===== src/rtl/qs_pkg.sv =====
// Shared types for the fingerprint query sequencer.
package qs_pkg;
    typedef enum logic [2:0] {
        PH_IDLE,
        PH_FILL,
        PH_HAM,
        PH_DRAIN,
        PH_RDREQ,
        PH_RDWAIT,
        PH_OUT
    } phase_t;
endpackage


===== src/rtl/qs_row_map.sv =====
// Row layout: maps fill offset, hammer index and measurement index to row
// addresses. Even offsets from the base are hammer rows, odd ones measurement
// rows. Assumes ROW_W is at least PC_W+2; addresses wrap modulo 2^ROW_W.
module qs_row_map #(
    parameter int ROW_W = 8,
    parameter int PC_W  = 4,
    localparam int OFF_W = PC_W + 1
) (
    input  logic [ROW_W-1:0] base,
    input  logic [PC_W-1:0]  n_rows,
    input  logic             dbl,
    input  logic [OFF_W-1:0] off,
    input  logic [OFF_W-1:0] h_idx,
    input  logic [PC_W-1:0]  p_idx,
    output logic [ROW_W-1:0] fill_row,
    output logic [ROW_W-1:0] ham_row,
    output logic [ROW_W-1:0] puf_row,
    output logic             fill_is_puf,
    output logic [OFF_W-1:0] total_rows,
    output logic [OFF_W-1:0] ham_rows
);
    // Address arithmetic for the three walkers and the region sizes.
    always_comb begin
        total_rows  = {n_rows, 1'b0} + OFF_W'(dbl);
        ham_rows    = OFF_W'(n_rows) + OFF_W'(dbl);
        fill_row    = base + ROW_W'(off);
        fill_is_puf = off[0];
        ham_row     = base + ROW_W'({h_idx, 1'b0});
        puf_row     = base + ROW_W'({p_idx, 1'b1});
    end
endmodule


===== src/rtl/qs_fill_pattern.sv =====
// Builds a fill word by repeating the selected byte across all lanes.
// Assumes DATA_W is a multiple of 8.
module qs_fill_pattern #(
    parameter int DATA_W = 32,
    localparam int LANES = DATA_W / 8
) (
    input  logic              sel_puf,
    input  logic [7:0]        ham_b,
    input  logic [7:0]        puf_b,
    output logic [DATA_W-1:0] word
);
    for (genvar g = 0; g < LANES; g++) begin : g_lane
        // One byte lane of the fill word.
        assign word[g*8 +: 8] = sel_puf ? puf_b : ham_b;
    end
endmodule


===== src/rtl/qs_tick_timer.sv =====
// Window timer: load captures the limit (0 is treated as 1) and clears the
// count; done is high in the last cycle of a run of 'limit' cycles.
module qs_tick_timer #(
    parameter int TICK_W = 40
) (
    input  logic              clk,
    input  logic              rst_n,
    input  logic              load,
    input  logic [TICK_W-1:0] ticks,
    input  logic              run,
    output logic              done
);
    logic [TICK_W-1:0] lim_q;
    logic [TICK_W-1:0] cnt_q;

    // Limit capture and elapsed-cycle count.
    always_ff @(posedge clk) begin
        if (!rst_n) begin
            lim_q <= TICK_W'(1);
            cnt_q <= '0;
        end else if (load) begin
            lim_q <= (ticks == '0) ? TICK_W'(1) : ticks;
            cnt_q <= '0;
        end else if (run) begin
            cnt_q <= cnt_q + TICK_W'(1);
        end
    end

    // Expiry flag for the current cycle.
    assign done = run && (cnt_q >= lim_q - TICK_W'(1));
endmodule


===== src/rtl/qs_puf_query.sv =====
// Query sequencer: fill region, refresh off, hammer word 0 of hammer rows
// round-robin for the configured window, refresh on, drain hammer reads,
// then read and stream every word of the measurement rows.
// Assumes the memory takes a transfer in any cycle where mem_req is high
// (mem_req is only raised while mem_ready is high) and returns read data
// in order, with at most 2^PEND_W-1 reads outstanding.
module qs_puf_query #(
    parameter int ROW_W  = 8,
    parameter int WORD_W = 4,
    parameter int DATA_W = 32,
    parameter int PC_W   = 4,
    parameter int TICK_W = 40,
    parameter int PEND_W = 3
) (
    input  logic              clk,
    input  logic              rst_n,
    input  logic              start,
    input  logic [ROW_W-1:0]  cfg_start_row,
    input  logic [PC_W-1:0]   cfg_puf_rows,
    input  logic              cfg_double,
    input  logic [7:0]        cfg_ham_byte,
    input  logic [7:0]        cfg_puf_byte,
    input  logic [TICK_W-1:0] cfg_ticks,
    output logic              busy,
    output logic              refresh_en,
    output logic              mem_req,
    output logic              mem_we,
    output logic [ROW_W-1:0]  mem_row,
    output logic [WORD_W-1:0] mem_word,
    output logic [DATA_W-1:0] mem_wdata,
    input  logic              mem_ready,
    input  logic              mem_rvalid,
    input  logic [DATA_W-1:0] mem_rdata,
    output logic              m_valid,
    output logic [DATA_W-1:0] m_data,
    output logic              m_last,
    input  logic              m_ready
);
    import qs_pkg::*;

    localparam int OFF_W = PC_W + 1;
    localparam logic [WORD_W-1:0] LAST_WORD = '1;
    localparam logic [PEND_W-1:0] PEND_MAX  = '1;

    phase_t            phase;
    logic [ROW_W-1:0]  s_base;
    logic [PC_W-1:0]   s_n;
    logic              s_dbl;
    logic [7:0]        s_hb, s_pb;
    logic [OFF_W-1:0]  off, h_idx;
    logic [PC_W-1:0]   p_idx;
    logic [WORD_W-1:0] word;
    logic [PEND_W-1:0] pend;
    logic [DATA_W-1:0] data_q;

    logic [ROW_W-1:0]  fill_row, ham_row, puf_row;
    logic              fill_is_puf;
    logic [OFF_W-1:0]  total_rows, ham_rows;
    logic [DATA_W-1:0] fill_word;
    logic              want, t_done, t_load, take_start, out_fire;

    qs_row_map #(.ROW_W(ROW_W), .PC_W(PC_W)) u_map (
        .base(s_base), .n_rows(s_n), .dbl(s_dbl), .off(off), .h_idx(h_idx),
        .p_idx(p_idx), .fill_row(fill_row), .ham_row(ham_row),
        .puf_row(puf_row), .fill_is_puf(fill_is_puf),
        .total_rows(total_rows), .ham_rows(ham_rows)
    );

    qs_fill_pattern #(.DATA_W(DATA_W)) u_pat (
        .sel_puf(fill_is_puf), .ham_b(s_hb), .puf_b(s_pb), .word(fill_word)
    );

    qs_tick_timer #(.TICK_W(TICK_W)) u_tmr (
        .clk(clk), .rst_n(rst_n), .load(t_load), .ticks(cfg_ticks_q),
        .run(phase == PH_HAM), .done(t_done)
    );

    logic [TICK_W-1:0] cfg_ticks_q;

    assign take_start = start && (phase == PH_IDLE) && (cfg_puf_rows != '0);
    assign t_load     = (phase == PH_FILL) && mem_req && (word == LAST_WORD)
                        && (off == total_rows - OFF_W'(1));
    assign out_fire   = (phase == PH_OUT) && m_ready;

    // Port request decode: what the current phase wants to transfer.
    always_comb begin
        want      = 1'b0;
        mem_we    = 1'b0;
        mem_row   = '0;
        mem_word  = '0;
        mem_wdata = '0;
        unique case (phase)
            PH_FILL: begin
                want = 1'b1; mem_we = 1'b1; mem_row = fill_row;
                mem_word = word; mem_wdata = fill_word;
            end
            PH_HAM: begin
                want = (pend != PEND_MAX); mem_row = ham_row;
            end
            PH_RDREQ: begin
                want = 1'b1; mem_row = puf_row; mem_word = word;
            end
            default: ;
        endcase
        mem_req = want && mem_ready;
    end

    // Status and stream outputs derived from the phase register.
    assign busy       = (phase != PH_IDLE);
    assign refresh_en = (phase != PH_HAM);
    assign m_valid    = (phase == PH_OUT);
    assign m_data     = data_q;
    assign m_last     = (phase == PH_OUT) && (word == LAST_WORD)
                        && (p_idx == s_n - PC_W'(1));

    // Count of read responses still owed by the memory.
    always_ff @(posedge clk) begin
        if (!rst_n) pend <= '0;
        else pend <= pend + PEND_W'(mem_req && !mem_we) - PEND_W'(mem_rvalid);
    end

    // Phase sequencing, setting capture and walker updates.
    always_ff @(posedge clk) begin
        if (!rst_n) begin
            phase <= PH_IDLE; s_base <= '0; s_n <= '0; s_dbl <= 1'b0;
            s_hb <= '0; s_pb <= '0; cfg_ticks_q <= '0; off <= '0;
            h_idx <= '0; p_idx <= '0; word <= '0; data_q <= '0;
        end else begin
            unique case (phase)
                PH_IDLE: if (take_start) begin
                    s_base <= cfg_start_row; s_n <= cfg_puf_rows;
                    s_dbl <= cfg_double; s_hb <= cfg_ham_byte;
                    s_pb <= cfg_puf_byte; cfg_ticks_q <= cfg_ticks;
                    off <= '0; h_idx <= '0; p_idx <= '0; word <= '0;
                    phase <= PH_FILL;
                end
                PH_FILL: if (mem_req) begin
                    word <= word + WORD_W'(1);
                    if (word == LAST_WORD) begin
                        off <= off + OFF_W'(1);
                        if (t_load) phase <= PH_HAM;
                    end
                end
                PH_HAM: begin
                    if (mem_req)
                        h_idx <= (h_idx == ham_rows - OFF_W'(1)) ? '0
                                 : h_idx + OFF_W'(1);
                    if (t_done) phase <= PH_DRAIN;
                end
                PH_DRAIN: if (pend == '0) phase <= PH_RDREQ;
                PH_RDREQ: if (mem_req) phase <= PH_RDWAIT;
                PH_RDWAIT: if (mem_rvalid) begin
                    data_q <= mem_rdata;
                    phase  <= PH_OUT;
                end
                PH_OUT: if (out_fire) begin
                    if (m_last) phase <= PH_IDLE;
                    else begin
                        word <= word + WORD_W'(1);
                        if (word == LAST_WORD) p_idx <= p_idx + PC_W'(1);
                        phase <= PH_RDREQ;
                    end
                end
                default: phase <= PH_IDLE;
            endcase
        end
    end
endmodule


===== config.mk =====
export PLATFORM = sky130hd
export DESIGN_NAME = qs_puf_query
export DESIGN_NICKNAME = d
export VERILOG_FILES = /design/src/rtl/qs_pkg.sv /design/src/rtl/qs_row_map.sv /design/src/rtl/qs_fill_pattern.sv /design/src/rtl/qs_tick_timer.sv /design/src/rtl/qs_puf_query.sv
export SDC_FILE = /design/constraint.sdc
export NUM_CORES = 1
export LEC_CHECK = 0
export BUFFER_PORTS_ARGS = -buffer_cell sky130_fd_sc_hd__buf_4
export CAP_MARGIN = 40
export CORE_UTILIZATION = 57
export DETAILED_ROUTE_END_ITERATION = 10
export PLACE_DENSITY = 0.79
export SYNTH_ARGS = -nofsm -noshare
export SYNTH_HDL_FRONTEND = slang
export SYNTH_SLANG_ARGS = --single-unit

===== constraint.sdc =====
create_clock -name clk -period 4.3 [get_ports clk]
set_clock_uncertainty 0.2 [all_clocks]
set_input_delay 0.86 -clock clk [delete_from_list [all_inputs] [get_ports clk]]
set_output_delay 0.86 -clock clk [all_outputs]
set_load 0.02 [all_outputs]

==> results.md <==
- The run finished with clean final reports.
- The deepest level of the CTS H-tree is 1.
- Counting flops with an async set or reset pin after synthesis yields a share of 0.
- The number of antenna diodes in the final layout is 0.
- The transition time of the tightest slew-check pin is between 0.9 and 1 ns.
- The mean routed wirelength per cell is 16.7 um.
- Counting flops and latches in the post-synthesis netlist gives just over 200.
- The filler cell count in the final layout is around 1,500.
- The final max-slew violation count is 0.
- The first global-routing pass estimated 45,800 um of wire.
- By instance count, the cell type seen most on the critical path is sky130_fd_sc_hd__buf_4.
- IR analysis of the VDD net gives a maximum drop of 355 uV.
- The insertion delay of the later-clocked pin in the worst-skew pair is 0.52 ns.
- In this run the power density over the cells is around 420 mW/mm^2.
- Across all setup checks in the final design, the least slack found is 0.107 ns.
- In this run the register-to-register setup slack is 0.30 ns.
- Static timing analysis puts the maximum clock frequency at roughly 240 MHz.
- The final critical-path required period is 4.19 ns.
- The worst slew slack as a fraction of its limit is 0.385.
- The longest clock path from root to sink contains 3 buffers.
- The number of setup violations in the final report is 0.
- By area the synthesized netlist is led by sky130_fd_sc_hd__dfxtp_1 (38%), sky130_fd_sc_hd__nand2_1 (9.1%), sky130_fd_sc_hd__ha_1 (7.2%), sky130_fd_sc_hd__a21oi_1 (5.9%), sky130_fd_sc_hd__nor2_1 (5.0%).
- The count of boundary I/O pins is ~190.
- Buffers inserted to repair hold after CTS numbered 0.
- Of the cells placed in the final design, the portion with a size suffix greater than 1 is 0.192.
- The worst endpoint data arrival time is 3.13 ns.
- The cell count after synthesis came out at 1,310.
- The floorplan step set the die width to 140 um.
- The cell area that synthesis handed to floorplanning was 0.0108 sq mm.
- The critical path class is reg2out.
- The path category of the worst min-delay check is reg2reg.
- The worst hold path startpoint is m_data[20]$_SDFFE_PN0P_.
- The startpoint identified for the worst register-to-register timing path is u_tmr.lim_q[2]$_SDFFE_PN0P_.
- The area share of the largest cell type after synthesis is 0.380.
- The number of violations of the max-capacitance limit is 0.
- The largest net degree at the start of global routing is 57.
- The initial utilization of the core area, before any placement, comes to 0.591.
- The number of port buffers is ~190.
- The cell chosen for the clock root is sky130_fd_sc_hd__clkbuf_16.
- The count of standard-cell rows is 49.
- The region available for standard cell placement spans 0.0183 sq mm.
- Counting cells, the worst reg-to-reg path comes to 13.
- The synthesized design contains 0 enable-type register cells.
- Among all stages on the critical path, the largest delay is contributed by sky130_fd_sc_hd__or4_1.
- The number of antenna violations at the first check in global routing was 0.
- The number of clock sinks is 205.
- The combined global-route utilization of all metal layers is 0.287.
- The pre-antenna-repair detailed-routing pass consisted of 5 iterations.
- Synthesis produced a netlist with a net count of approximately 1,500.
- The most used flip-flop cell after synthesis is sky130_fd_sc_hd__dfxtp_1.
- The die boundary height is 140 um.
- The maximum fanout along the worst path is 5.
- At the end of routability-driven placement, the weighted congestion stood at 0.887.
- The static leakage is 5.68 nW.
- In this run the remaining antenna-violating nets after routing total 0.
- Relative to the synthesized area, the layout overhead comes to 20.8%.
- Summing over every cut layer, the via total after detailed routing is 9,625.
- The clock transition at the registers of the reported paths is 0.06 ns.
- For this run, the slowest stage of the critical path takes 0.47 ns.
- The number of design rule violations left after detail routing is 0.
- Traced cell by cell, the critical path runs through inv_1, nor3_4, buf_4, buf_4, mux2_2, ha_1, inv_1, o21ai_2, a21oi_2, or4_1, o211ai_1, buf_4.
- The endpoint identified for the worst register-to-register timing path is phase[0]$_SDFFE_PN0P_.
- The net count of the finished layout is 1,625.
- The number of library cell types mapped by synthesis is 71.
- The DRC violation total after the first TritonRoute iteration is between 400 and 500.
- The TritonCTS clock tree is yes.
- The share of the Yosys chip area taken by registers is 0.380.
- The HPWL reported at the end of detailed placement is about 20,000 um.
- The endpoint with the worst hold slack is m_data[20]$_SDFFE_PN0P_.
- The design draws 0.00552 W.
- The biggest area contributor in the post-synthesis netlist is sky130_fd_sc_hd__dfxtp_1.
- The worst hold path depth is 2.
- The share of the cycle needed by the critical path after routing is 0.975.
- Yosys printed 0 warnings.
- The synthesized area divided by synthesized cell count is 8.24 sq um.
- The via count of the first global-routing pass came to 9,380.
- For the worst setup path, the data required time is about 3.2 ns.
- The type of destination of the critical path is an output port.
- Dividing the detail-routed via count by the number of cells gives ~5.7.
- The number of hold violations in the final report is 0.
- The worst slack at placement is about 0.43 ns.
- The routed design has 28,300 um of wire.
- The die covers approximately 0.02 sq mm.
- Buffers inserted during clock tree synthesis total 23.
- The nature of the critical path startpoint is a flip-flop.
- The sum of overflow across all layers after global routing is 0.
## synthesized netlist by cell type, drive strengths merged (12+ instances only)
library cell	instances
mux2i	50
xor2	54
o21ai	12
dfxtp	205
inv	28
ha	62
nor4	22
xnor2	55
and3	14
nand4	22
nor2	144
nor3	19
nand2	261
clkbuf	45
a21oi	129
nand3	30
buf	43
## sequential cells by signal (all words and copies together), names as in the netlist
register,cells
cfg_ticks_q,40
s_base,8
phase,3
s_pb,8
p_idx,4
u_tmr.lim_q,40
word,4
s_hb,8
s_n,4
pend,3
m_data,32
u_tmr.cnt_q,40
off,5
s_dbl,1
h_idx,5
## through the flow
stage	util	std cells	TNS (ns)	cell area, sq um	hold slack [ns]
floorplan	-	1310	0	10800	0.236
global placement	0.666	1653	0	12200	0.241
detailed placement	0.669	1655	0	12200	0.247
CTS	0.713	1698	0	13000	0.255
global route	0.714	1699	-0.00529	13000	0.271
finish	0.714	1699	0	13000	0.254
## repair_timing
action,4_1_cts,5_1_grt
setup endpoints to repair,3,3
gates resized for setup,1,6
setup buffers,1,1
pin swaps,1,4
## cells in the final DEF (no fill, tap or decap), types with 22 or more instances in the layout
cell                          n
sky130_fd_sc_hd__a21oi_1    127
sky130_fd_sc_hd__buf_4      203
sky130_fd_sc_hd__clkbuf_16   23
sky130_fd_sc_hd__dfxtp_1    204
sky130_fd_sc_hd__ha_1        62
sky130_fd_sc_hd__inv_1       26
sky130_fd_sc_hd__mux2i_1     50
sky130_fd_sc_hd__nand2_1    261
sky130_fd_sc_hd__nand3_1     29
sky130_fd_sc_hd__nand4_1     22
sky130_fd_sc_hd__nor2_1     142
sky130_fd_sc_hd__xnor2_1     55
sky130_fd_sc_hd__xor2_1      54
## per-layer routing
metal  vias to the layer above  share of wire  global-route usage
li1                       4724              -                   -
met1                      4515           0.43               0.372
met2                       332           0.47               0.483
met3                        54          0.072              0.0599
met4                         0          0.020              0.0816
met5                         -              0                   0
## cell type report
type	count	area, sq um	share of cell area
Clock buffer	32	669	0.0513
Timing Repair Buffer	206	1590	0.122
Clock inverter	10	118	0.00902
Inverter	29	111	0.00854
Multi-Input combinational cell	988	6160	0.472
Tap cell	229	287	0.0220
Sequential cell	205	4110	0.315
## worst max-delay path: cells and delay by family, from the launching register on
family,cells,cell delay (ns)
multiplexers,1,0.33
adder cells (fa/ha/maj),1,0.29
AND/OR/NAND/NOR,2,0.76
flip-flops,1,0.33
buffers and inverters,5,0.60
AO/OA/AOI/OAI,3,0.32
## logic make-up (layout without fill, tap and decap cells)
family,Yosys count,after routing,synth area share
adder cells (fa/ha/maj),65,65,0.0775
AO/OA/AOI/OAI,192,192,0.106
XOR/XNOR,110,110,0.0906
multiplexers,55,55,0.0516
flip-flops,205,205,0.380
AND/OR/NAND/NOR,566,566,0.243
buffers and inverters,117,277,0.0516
## worst max path at each step
stage / startpoint / to / slack (ns) / cells past startpoint
after floorplan: phase[2]$_SDFFE_PN0P_ / mem_row[6] / 0.41 / 13
after global placement: phase[1]$_SDFFE_PN0P_ / mem_row[7] / 0.51 / 10
after detailed placement: phase[1]$_SDFFE_PN0P_ / mem_row[6] / 0.43 / 12
after CTS: phase[1]$_SDFFE_PN0P_ / mem_row[6] / 0.02 / 12
after global routing: phase[2]$_SDFFE_PN0P_ / mem_row[7] / -0.005 / 12
final: phase[2]$_SDFFE_PN0P_ / mem_row[7] / 0.11 / 12
## power breakdown
part	switching [W]	internal [W]	total, W
clock network	0.000818	0.00122	0.00203
registers	0.000164	0.00205	0.00221
logic	0.000758	0.000514	0.00127
total	0.00174	0.00378	0.00552
No activity file was read; power rests on OpenSTA's default activity.
